## config.mk

```make
export PLATFORM = sky130hd
export DESIGN_NAME = irq_arbiter
export DESIGN_NICKNAME = d
export VERILOG_FILES = /design/src/rtl/irq_pkg.sv /design/src/rtl/irq_ext_flag.sv /design/src/rtl/irq_pick.sv /design/src/rtl/irq_arbiter.sv
export SDC_FILE = /design/constraint.sdc
export NUM_CORES = 1
export LEC_CHECK = 0
export CORE_UTILIZATION = 40
export CTS_CLUSTER_SIZE = 14
export DETAILED_ROUTE_END_ITERATION = 8
export GPL_TIMING_DRIVEN = 0
export PLACE_DENSITY_LB_ADDON = 0.15
export SYNTH_ARGS = -nofsm -noshare
export SYNTH_HDL_FRONTEND = slang
export SYNTH_SLANG_ARGS = --single-unit
```

## constraint.sdc

```tcl
create_clock -name clk -period 1.99 [get_ports clk]
set_clock_uncertainty 0.15 [all_clocks]
set_input_delay 0.199 -clock clk [delete_from_list [all_inputs] [get_ports clk]]
set_output_delay 0.199 -clock clk [all_outputs]
set_load 0.02 [all_outputs]
```

## src/rtl/irq_pkg.sv

```systemverilog
package irq_pkg;
    localparam int NUM_SRC = 5;
    localparam int IDX_W   = $clog2(NUM_SRC);

    typedef logic [IDX_W-1:0] src_idx_t;

    typedef enum logic {
        ARB_IDLE,
        ARB_HOLD
    } arb_state_t;

    localparam src_idx_t IDX_EXT0 = src_idx_t'(0);
    localparam src_idx_t IDX_TMR0 = src_idx_t'(1);
    localparam src_idx_t IDX_EXT1 = src_idx_t'(2);
    localparam src_idx_t IDX_TMR1 = src_idx_t'(3);
    localparam src_idx_t IDX_SER  = src_idx_t'(4);
endpackage

```

## src/rtl/irq_ext_flag.sv

```systemverilog
module irq_ext_flag (
    input  logic clk,
    input  logic rst_n,
    input  logic pin_n,
    input  logic edge_mode,
    input  logic served,
    output logic req
);
    logic pin_prev;
    logic latched;
    logic fall;

    assign fall = pin_prev & ~pin_n;

    always_ff @(posedge clk or negedge rst_n) begin
        if (!rst_n) begin
            pin_prev <= 1'b1;
            latched  <= 1'b0;
        end else begin
            pin_prev <= pin_n;
            if (!edge_mode)
                latched <= 1'b0;
            else if (fall)
                latched <= 1'b1;
            else if (served)
                latched <= 1'b0;
        end
    end

    assign req = edge_mode ? latched : ~pin_n;
endmodule

```

## src/rtl/irq_pick.sv

```systemverilog
module irq_pick
    import irq_pkg::*;
#(
    parameter int N = NUM_SRC
) (
    input  logic [N-1:0] pend,
    input  logic [N-1:0] src_en,
    input  logic         gate,
    input  logic [N-1:0] src_hi,
    input  logic         act_hi,
    input  logic         act_lo,
    output logic         win_valid,
    output logic         win_hi,
    output src_idx_t     win_idx
);
    logic [N-1:0] hi_mask;
    logic [N-1:0] lo_mask;
    logic [N-1:0] pick;

    always_comb begin
        hi_mask = pend & src_en & src_hi & {N{gate & ~act_hi}};
        lo_mask = pend & src_en & ~src_hi & {N{gate & ~act_hi & ~act_lo}};
        win_hi  = |hi_mask;
        pick    = win_hi ? hi_mask : lo_mask;
        win_valid = |pick;
        win_idx = '0;
        for (int i = N - 1; i >= 0; i--) begin
            if (pick[i])
                win_idx = src_idx_t'(i);
        end
    end
endmodule

```

## src/rtl/irq_arbiter.sv

```systemverilog
module irq_arbiter
    import irq_pkg::*;
#(
    parameter int VEC_W    = 16,
    parameter int VEC_BASE = 3,
    parameter int VEC_STEP = 8,
    parameter int N_EXT    = 2,
    parameter int N_TMR    = 2
) (
    input  logic             clk,
    input  logic             rst_n,
    input  logic             reg_we,
    input  logic             reg_sel,
    input  logic [7:0]       reg_wdata,
    input  logic [N_EXT-1:0] ext_n,
    input  logic [N_EXT-1:0] ext_edge,
    input  logic [N_TMR-1:0] tmr_ovf,
    input  logic             ser_tx_done,
    input  logic             ser_rx_done,
    input  logic             cpu_ack,
    input  logic             cpu_reti,
    output logic             irq_req,
    output logic [VEC_W-1:0] irq_vector,
    output logic [N_TMR-1:0] tmr_ovf_clr
);
    localparam int GATE_BIT = 7;

    arb_state_t           state_q, state_nx;
    logic                 gate_q;
    logic [NUM_SRC-1:0]   en_q;
    logic [NUM_SRC-1:0]   hi_q;
    logic [NUM_SRC-1:0]   pend;
    logic [N_EXT-1:0]     ext_req;
    logic [N_EXT-1:0]     ext_served;
    src_idx_t             sel_q;
    logic                 sel_hi_q;
    logic [VEC_W-1:0]     vec_q;
    logic                 act_hi_q, act_lo_q;
    logic                 win_valid, win_hi;
    src_idx_t             win_idx;
    logic                 take;
    logic                 wdata_unused;

    assign wdata_unused = ^reg_wdata[6:NUM_SRC];

    // software-visible enable and priority bytes
    always_ff @(posedge clk or negedge rst_n) begin
        if (!rst_n) begin
            gate_q <= 1'b0;
            en_q   <= '0;
            hi_q   <= '0;
        end else if (reg_we) begin
            if (!reg_sel) begin
                gate_q <= reg_wdata[GATE_BIT];
                en_q   <= reg_wdata[NUM_SRC-1:0];
            end else begin
                hi_q   <= reg_wdata[NUM_SRC-1:0];
            end
        end
    end

    // external sources sit at even indices, timers at odd ones
    for (genvar k = 0; k < N_EXT; k++) begin : g_ext
        assign ext_served[k] = take && (sel_q == src_idx_t'(2 * k));
        irq_ext_flag u_flag (
            .clk       (clk),
            .rst_n     (rst_n),
            .pin_n     (ext_n[k]),
            .edge_mode (ext_edge[k]),
            .served    (ext_served[k]),
            .req       (ext_req[k])
        );
        assign pend[2 * k] = ext_req[k];
    end

    for (genvar t = 0; t < N_TMR; t++) begin : g_tmr
        assign pend[2 * t + 1] = tmr_ovf[t];
        assign tmr_ovf_clr[t]  = take && (sel_q == src_idx_t'(2 * t + 1));
    end

    assign pend[IDX_SER] = ser_tx_done | ser_rx_done;

    irq_pick #(.N(NUM_SRC)) u_pick (
        .pend      (pend),
        .src_en    (en_q),
        .gate      (gate_q),
        .src_hi    (hi_q),
        .act_hi    (act_hi_q),
        .act_lo    (act_lo_q),
        .win_valid (win_valid),
        .win_hi    (win_hi),
        .win_idx   (win_idx)
    );

    assign take = (state_q == ARB_HOLD) && cpu_ack;

    // state register
    always_ff @(posedge clk or negedge rst_n) begin
        if (!rst_n)
            state_q <= ARB_IDLE;
        else
            state_q <= state_nx;
    end

    // next-state
    always_comb begin
        state_nx = state_q;
        unique case (state_q)
            ARB_IDLE: if (win_valid) state_nx = ARB_HOLD;   // grant
            ARB_HOLD: if (cpu_ack)   state_nx = ARB_IDLE;   // take
        endcase
    end

    // latched grant and active-level record
    always_ff @(posedge clk or negedge rst_n) begin
        if (!rst_n) begin
            sel_q    <= '0;
            sel_hi_q <= 1'b0;
            vec_q    <= '0;
            act_hi_q <= 1'b0;
            act_lo_q <= 1'b0;
        end else begin
            if (state_q == ARB_IDLE && win_valid) begin
                sel_q    <= win_idx;
                sel_hi_q <= win_hi;
                vec_q    <= VEC_W'(VEC_BASE) + VEC_W'(win_idx) * VEC_W'(VEC_STEP);
            end
            if (take) begin
                if (sel_hi_q) act_hi_q <= 1'b1;
                else          act_lo_q <= 1'b1;
            end else if (cpu_reti) begin
                if (act_hi_q) act_hi_q <= 1'b0;
                else          act_lo_q <= 1'b0;
            end
        end
    end

    // outputs
    always_comb begin
        irq_req    = (state_q == ARB_HOLD);
        irq_vector = vec_q;
    end
endmodule

```

==> results.sh, run 1 <==
export IMPL_status="finished with violations"
export IMPL_violations="setup timing"
export IMPL_ys_async_sr_fraction_pct=100
export IMPL_setup_ws_ps=-23.4
export IMPL_cts_tree="yes"
export IMPL_crit_chain="nand2b_4 -> a41o_4 -> nand3b_4 -> nor2_1 -> or4_4 -> mux2_4"
export IMPL_rows=20
export IMPL_n_antenna_cell=0
export IMPL_fin_setup_tns_ps=-23.4
export IMPL_rsz0062_at_grt="yes"
export IMPL_path_delay_family="simple AND/OR/NAND/NOR gates"
export IMPL_crit_type="flip-flop to flip-flop"
export IMPL_cp_depth=6
export IMPL_relSlewSlack_pct=31.4
export IMPL_synth_top_area_share_pct=41.5
export IMPL_avgSynthCellArea_um2=10.7
export IMPL_drtAntennaViolNets=0
export IMPL_worstHoldStart="ext_n[1]"
export IMPL_die_w_um=58.3
export IMPL_setup_violations=1
export IMPL_cts_inserted_buffers=3
export IMPL_slew_violations=0
export IMPL_clock_sinks=23
export IMPL_vdd_drop_max_mv=0.425
export IMPL_seq_area_frac_synth_pct=45.6
export IMPL_synth_cells=119
export IMPL_cp_required_ps=2060
export IMPL_io_buffers=27
export IMPL_drt_iter0_markers=36
export IMPL_fin_nets=188
export IMPL_arrival_ps=2080
export IMPL_drc=0
export IMPL_ys_top_cells_by_count="dfrtp_1, buf_4, mux2_2"
export IMPL_path_clk_slew_ps=130
export IMPL_cts_buffer_depth=2
export IMPL_layout_drive_gt1_share_pct=29.1
export IMPL_whs_ps=166
export IMPL_whs_path_depth=4
export IMPL_r2r_slack_ps=-20
export IMPL_worstMarginPinSlew_ps=1030
export IMPL_power_density_mw_per_mm2=878
export IMPL_p_leak_nw=0.789
export IMPL_yosys_warnings=0
export IMPL_syn2layout_area_growth_pct=38.5
export IMPL_synth_area_mm2=0.00127
export IMPL_synth_edff_count=0
export IMPL_synth_top_area_cell="dfrtp_1"
export IMPL_start_kind="flip-flop"
export IMPL_fmax_mhz=497
export IMPL_root_buffer="clkbuf_4"
export IMPL_grt_pass1_wl_um=4570
export IMPL_critPathMaxFanout=5
export IMPL_r2r_end="sel_q[0]"
export IMPL_reg2reg_depth=6
export IMPL_ys_flop_type="dfrtp_1"
export IMPL_grt_max_degree=24
export IMPL_track_usage_pct=17.6
export IMPL_worst_path_buf_inv=0
export IMPL_endpoint="sel_q[0]"
export IMPL_routed_wl_um=2650
export IMPL_startpoint="g_ext[1].u_flag.latched"
export IMPL_cp_end_kind="flip-flop"
export IMPL_period_share_pct=101
export IMPL_antenna_found_initial=0
export IMPL_yosysMostFrequentCell="dfrtp_1"
export IMPL_vias=1086
export IMPL_initial_core_util_pct=41.9
export IMPL_htreeDepth=1
export IMPL_synth_seq_cells=23
export IMPL_wire_per_inst_um=12.7
export IMPL_grt_pass1_vias=1049
export IMPL_yosysUniqueCellTypes=36
export IMPL_maxCapViolations=0
export IMPL_gr_total_overflow=0
export IMPL_die_y_um=58.3
export IMPL_period_minus_slack_ps=2010
export IMPL_die_area_mm2=0.00340
export IMPL_insertion_delay_ps=320
export IMPL_drt_pass1_iter_count=4
export IMPL_viasPerCell=5.20
export IMPL_post_place_ws_ps=-479
export IMPL_worstReg2RegStart="g_ext[1].u_flag.latched"
export IMPL_cp_slowest_cell="or4_4"
export IMPL_core_mm2=0.00303
export IMPL_gp_congestion=0.882
export IMPL_min_path_type="primary input to flip-flop"
export IMPL_final_hold_violation_count=0
export IMPL_pin_count=41
export IMPL_synthTopCellsByArea="dfrtp_1, mux2_2, buf_4, dfstp_2, o21ai_0"
export IMPL_max_stage_delay_ps=500
export IMPL_dp_hpwl_um=2000
[how the worst min path moves through the flow]
stage,endpoint,slack [ps]
after floorplan,act_hi_q,-250
after global placement,irq_vector[1],330
after detailed placement,irq_vector[1],330
after CTS,g_ext[0].u_flag.latched,180
after global routing,g_ext[0].u_flag.latched,170
final,g_ext[1].u_flag.latched,170
[placed cells by master, fill, tap and decap left out, types with 2 or more instances in the layout]
cell type / n
a21boi_0: 2
a21oi_1: 6
a32o_1: 2
a41o_1: 2
and3_1: 3
buf_4: 16
clkbuf_4: 3
clkdlybuf4s50_1: 22
conb_1: 11
dfrtp_1: 20
dfstp_2: 2
dlygate4sd2_1: 3
inv_1: 3
mux2_2: 12
nand2_1: 6
nand2b_1: 3
nand2b_4: 4
nand3b_1: 2
nand4_1: 2
nor2_1: 6
nor2b_1: 3
o21ai_0: 9
[through the flow]
step	total power, W	util [%]	area, um^2	cells
4_1_cts	0.00153	57.6	1740	208
6_report	0.00154	58.0	1760	209
5_1_grt	0.00164	58.0	1760	209
3_3_place_gp	0.00124	53.8	1630	200
2_1_floorplan	0.00105	-	1310	129
3_5_place_dp	0.00126	53.8	1630	200
[tightest hold or removal path, delay by kind of cell]
family | cells | cell delay, ps
buffers and inverters | 1 | 160
AOI/OAI and AO/OA | 1 | 120
and+or+nand+nor | 2 | 130
[per-layer routing]
| layer | share of wire (%) | track usage (%) | routed length (um) | vias to the layer above |
|---|---|---|---|---|
| li1 | - | - | - | 520 |
| met1 | 45 | 22.6 | 1190 | 519 |
| met2 | 49 | 30.9 | 1310 | 43 |
| met3 | 4.8 | 2.20 | 126 | 4 |
| met4 | 1.1 | 5.44 | 28 | 0 |
| met5 | 0 | 0 | 0 | - |
[area by class of cell]
| cell class | count | area, um^2 |
|---|---|---|
| inverter | 3 | 11.3 |
| timing repair buffer | 32 | 304 |
| buffer | 13 | 93.8 |
| sequential | 23 | 579 |
| fill | 270 | 1270 |
| multi-input combinational | 90 | 684 |
| clock buffer | 3 | 22.5 |
| tap | 44 | 55.1 |
| clock inverter | 1 | 5.00 |
[sequential cells by signal, summed over array words and instances, names as in the netlist]
register / count
act_hi_q: 1
act_lo_q: 1
en_q: 5
g_ext.u_flag.latched: 2
g_ext.u_flag.pin_prev: 2
gate_q: 1
hi_q: 5
irq_req: 1
irq_vector: 1
sel_hi_q: 1
sel_q: 3
[repair_timing]
item                       in CTS  in global routing
pin swaps                       2                  0
setup buffers                   4                  0
hold buffers                    0                  1
setup endpoints to repair       6                  5
gates resized for setup        13                  4
hold endpoints to repair        0                  1
[cells by family after synthesis]
group	Yosys count	synth area share, %
AOI/OAI and AO/OA	31	17.4
buffers and inverters	16	8.29
DFF	23	45.6
muxes	13	11.8
other	1	0.296
and+or+nand+nor	35	16.6
[power by group]
group,internal [W],switching [W]
Sequential,0.000575,0.0000999
Combinational,0.000333,0.000312
Clock,0.0000753,0.000147
Total,0.000983,0.000558
Note: power is estimated with default switching activity, not from simulation.
==> run 2, diff against run 1 <==
--- a/config.mk
+++ b/config.mk
@@ -8,7 +8,7 @@
 export CORE_UTILIZATION = 40
 export CTS_CLUSTER_SIZE = 14
 export DETAILED_ROUTE_END_ITERATION = 8
-export GPL_TIMING_DRIVEN = 0
+export GPL_TIMING_DRIVEN = 1
 export PLACE_DENSITY_LB_ADDON = 0.15
 export SYNTH_ARGS = -nofsm -noshare
 export SYNTH_HDL_FRONTEND = slang
==> results.sh, run 2 (same netlist as run 1, synthesis figures left out) <==
export IMPL_status="finished clean"
export IMPL_syn2layout_area_growth_pct=42.8
export IMPL_final_common_cell="clkdlybuf4s50_1"
export IMPL_final_hold_violation_count=0
export IMPL_die_w_um=58.3
export IMPL_cts_tree="yes"
export IMPL_power_density_mw_per_mm2=910
export IMPL_fmax_mhz=510
export IMPL_grt_max_degree=24
export IMPL_r2r_slack_ps=30
export IMPL_vdd_drop_max_mv=0.404
export IMPL_clock_sinks=23
export IMPL_initial_core_util_pct=41.9
export IMPL_power_w=0.00165
export IMPL_insertion_delay_ps=310
export IMPL_cts_buffer_depth=2
export IMPL_vias=1075
export IMPL_drtAntennaViolNets=0
export IMPL_core_mm2=0.00303
export IMPL_drc=0
export IMPL_reg2reg_depth=6
export IMPL_maxCapViolations=0
export IMPL_fin_util_pct=59.8
export IMPL_r2r_end="sel_q[0]"
export IMPL_wire_per_inst_um=14.0
export IMPL_io_buffers=27
export IMPL_cp_required_ps=2050
export IMPL_start_kind="flip-flop"
export IMPL_routed_wl_um=2990
export IMPL_drt_iter0_markers=35
export IMPL_layout_drive_gt1_share_pct=32.4
export IMPL_fin_nets=193
export IMPL_viasPerCell=5.02
export IMPL_whs_path_depth=2
export IMPL_die_area_mm2=0.00340
export IMPL_reg_top3="en_q (5), hi_q (5), sel_q (3)"
export IMPL_grt_pass1_vias=1079
export IMPL_layout_common_cells="clkdlybuf4s50_1, buf_4, dfrtp_1"
export IMPL_rows=20
export IMPL_drt_pass1_iter_count=4
export IMPL_setup_violations=0
export IMPL_die_y_um=58.3
export IMPL_worstHoldStart="ext_edge[1]"
export IMPL_track_usage_pct=19.7
export IMPL_dp_hpwl_um=2330
export IMPL_gr_total_overflow=0
export IMPL_whs_endpoint="g_ext[1].u_flag.latched"
export IMPL_min_path_type="primary input to flip-flop"
export IMPL_cts_inserted_buffers=3
export IMPL_gp_congestion=0.911
export IMPL_crit_type="flip-flop to flip-flop"
export IMPL_p_leak_nw=0.826
export IMPL_critPathMaxFanout=4
export IMPL_cp_end_kind="flip-flop"
export IMPL_grt_pass1_wl_um=5030
export IMPL_worstReg2RegStart="hi_q[3]"
export IMPL_htreeDepth=1
export IMPL_rsz0062_at_grt="yes"
export IMPL_period_share_pct=98.4
export IMPL_pin_count=41
export IMPL_arrival_ps=2020
export IMPL_antenna_found_initial=0
export IMPL_root_buffer="clkbuf_4"
export IMPL_path_clk_slew_ps=120
export IMPL_n_antenna_cell=0
export IMPL_slew_violations=0
export IMPL_period_minus_slack_ps=1960
run 2: timing repair:
item	in CTS	in global routing
hold buffers	0	0
pin swaps	0	6
setup buffers	0	0
endpoints found under the hold margin	0	0
setup endpoints to repair	5	6
resized for setup	3	16
run 2: area by class of cell:
class,count,area (um^2)
tap,44,55.1
multi-input combinational,90,691
clock buffer,4,26.3
sequential,23,578
fill,285,1220
inverter,3,11.3
timing repair buffer,50,449
run 2: worst max-delay path: stages (launching register included):
cell,delay [ps]
dfrtp_1,400
and3_1,200
a41o_2,250
nand3b_4,180
buf_6,150
o311a_1,280
mux2_4,260
run 2: power breakdown:
group          leakage [nW]  internal (W)  switching, W
Sequential            0.275      0.000574      0.000106
Clock                0.0150     0.0000783      0.000140
Combinational         0.537      0.000403      0.000347
run 2: routing by layer:
layer	global-route usage (%)	vias up	wire length (um)
li1	-	522	-
met1	26.0	521	1350
met2	33.5	30	1490
met3	4.84	2	132
met4	3.06	0	13
met5	0	-	0
run 2: how the worst max path moves through the flow:
stage / from / end / slack [ps] / depth (start not counted)
after floorplan: g_ext[1].u_flag.latched / sel_q[0] / 10 / 6
after global placement: ext_edge[0] / sel_q[0] / -370 / 7
after detailed placement: ext_edge[0] / sel_q[0] / -440 / 7
after CTS: g_ext[1].u_flag.latched / sel_q[0] / -60 / 6
after global routing: g_ext[1].u_flag.latched / sel_q[0] / -30 / 6
final: hi_q[3] / sel_q[0] / 30 / 6
run 2: per-stage QoR:
stage / instance area (um^2) / setup TNS [ps] / worst slack, ps / hold WS (ps) / instances
after floorplan: 1310 / 0 / 9.94 / -247 / 129
after global placement: 1710 / -1600 / -365 / 324 / 210
after detailed placement: 1710 / -1990 / -437 / 351 / 210
after CTS: 1740 / -65.5 / -57.5 / 84.8 / 214
after global routing: 1810 / -34.5 / -34.5 / 53.5 / 214
final: 1810 / 0 / 30.9 / 56.0 / 214
==> run 3, diff against run 2 <==
--- a/config.mk
+++ b/config.mk
@@ -10,6 +10,7 @@
 export DETAILED_ROUTE_END_ITERATION = 8
 export GPL_TIMING_DRIVEN = 1
 export PLACE_DENSITY_LB_ADDON = 0.15
+export RECOVER_POWER = 100
 export SYNTH_ARGS = -nofsm -noshare
 export SYNTH_HDL_FRONTEND = slang
 export SYNTH_SLANG_ARGS = --single-unit
==> results.sh, run 3 (same netlist as run 1, synthesis figures left out) <==
export IMPL_p_switching_w=0.000593
export IMPL_pin_count=41
export IMPL_n_antenna_cell=0
export IMPL_period_share_pct=98.5
export IMPL_reg_top3="en_q (5), hi_q (5), sel_q (3)"
export IMPL_max_stage_delay_ps=500
export IMPL_grt_max_degree=24
export IMPL_die_area_mm2=0.00340
export IMPL_cp_required_ps=2060
export IMPL_setup_ws_ps=30.6
export IMPL_fin_util_pct=59.3
export IMPL_slew_violations=0
export IMPL_period_minus_slack_ps=1960
export IMPL_p_leak_nw=0.811
export IMPL_setup_violations=0
export IMPL_rows=20
export IMPL_grt_pass1_vias=1079
export IMPL_fmax_mhz=510
export IMPL_fillers=288
export IMPL_crit_chain="nand2b_4 -> a41o_2 -> nand3b_4 -> nor2_2 -> or4_4 -> mux2_4"
export IMPL_internal_power_w=0.00103
export IMPL_arrival_ps=2030
export IMPL_path_delay_family="simple AND/OR/NAND/NOR gates"
export IMPL_cts_inserted_buffers=3
export IMPL_insertion_delay_ps=310
export IMPL_gp_congestion=0.911
export IMPL_start_kind="flip-flop"
export IMPL_placed_area_mm2=0.00171
export IMPL_layout_common_cells="dfrtp_1, buf_4, clkdlybuf4s50_1"
export IMPL_rsz0062_at_grt="yes"
export IMPL_vias=1076
export IMPL_dp_hpwl_um=2330
export IMPL_relSlewSlack_pct=14.3
export IMPL_core_mm2=0.00303
export IMPL_worst_path_buf_inv=0
export IMPL_power_density_mw_per_mm2=904
export IMPL_fin_nets=193
export IMPL_cp_end_kind="flip-flop"
export IMPL_die_w_um=58.3
export IMPL_min_path_type="primary input to flip-flop"
export IMPL_path_clk_slew_ps=130
export IMPL_crit_type="flip-flop to flip-flop"
export IMPL_cts_hold_buf=0
export IMPL_wire_per_inst_um=14.0
export IMPL_clkPwrFrac_pct=13.5
export IMPL_die_y_um=58.3
export IMPL_fin_area_mm2=0.00180
export IMPL_io_buffers=27
export IMPL_p_seq_share_pct=41.7
export IMPL_clock_sinks=23
export IMPL_root_buffer="clkbuf_4"
export IMPL_htreeDepth=1
export IMPL_cts_tree="yes"
export IMPL_layout_drive_gt1_share_pct=30.0
export IMPL_post_cts_buffers=0
export IMPL_post_place_ws_ps=-437
export IMPL_gr_total_overflow=0
export IMPL_track_usage_pct=19.7
export IMPL_drc=0
export IMPL_initial_core_util_pct=41.9
export IMPL_drt_iter0_markers=34
export IMPL_routed_wl_um=3000
export IMPL_critPathMaxFanout=4
export IMPL_antenna_found_initial=0
export IMPL_status="finished clean"
export IMPL_drtAntennaViolNets=0
export IMPL_grt_pass1_wl_um=5030
export IMPL_p_comb_share_pct=44.7
export IMPL_final_common_cell="dfrtp_1"
export IMPL_viasPerCell=5.03
export IMPL_cp_slowest_cell="or4_4"
export IMPL_vdd_drop_max_mv=0.403
export IMPL_maxCapViolations=0
export IMPL_final_hold_violation_count=0
export IMPL_drt_pass1_iter_count=4
export IMPL_syn2layout_area_growth_pct=41.7
export IMPL_switching_share_pct=36.5
export IMPL_worstMarginPinSlew_ps=1290
export IMPL_cts_buffer_depth=2
[run 3: cell types whose count changed in the layout (fill, tap and decap cells not counted)]
cell,delta
clkbuf_1,+4
clkdlybuf4s50_1,-7
buf_4,-5
clkbuf_4,+1
dlygate4sd3_1,+7
[run 3: cell type report]
class	count	area, um^2	area share [%]
multi-input cells	90	691	38.5
flip-flops and latches	23	578	32.2
repair buffers	50	434	24.2
well taps	44	55.1	3.07
clock buffers	4	26.3	1.46
inverters	3	11.3	0.627
[run 3: layer usage]
metal	part of all wire, %	global-route usage (%)	vias up
met5	0	0	-
met4	0.43	3.06	0
met3	4.4	4.84	2
met2	50	33.5	30
met1	45	26.0	522
li1	-	-	522
[run 3: power groups by stage]
stage               Clock (W)  Sequential (W)  Combinational (W)
floorplan                   0        0.000714           0.000332
global placement            0        0.000676           0.000692
detailed placement          0        0.000684           0.000698
CTS                  0.000225        0.000674           0.000703
global route         0.000244        0.000697           0.000796
finish               0.000220        0.000677           0.000726
[run 3: path summary, 6_finish.rpt]
kind	start	end	slack (ps)	cells after the start
setup / recovery	g_ext[1].u_flag.latched	sel_q[0]	30	6
hold / removal	ext_edge[1]	g_ext[1].u_flag.latched	50	2
setup reg to reg	g_ext[1].u_flag.latched	sel_q[0]	30	6
hold reg to reg	irq_vector[1]	irq_vector[1]	360	1
max in group asynchronous	rst_n	hi_q[4]	410	2
min in group asynchronous	rst_n	g_ext[1].u_flag.latched	520	2
[run 3: metrics by stage]
step / total power, W / TNS [ps] / cells / hold slack, ps
floorplan: 0.00105 / 0 / 129 / -247
global placement: 0.00137 / -1600 / 210 / 324
detailed placement: 0.00138 / -1990 / 210 / 351
CTS: 0.00160 / -65.5 / 214 / 84.8
global route: 0.00174 / -34.5 / 214 / 53.5
finish: 0.00162 / 0 / 214 / 53.4
[run 3: timing repair]
action / in CTS / in global routing
resized for setup: 3 / 16
endpoints found under the setup margin: 5 / 6
pin swaps: 0 / 6
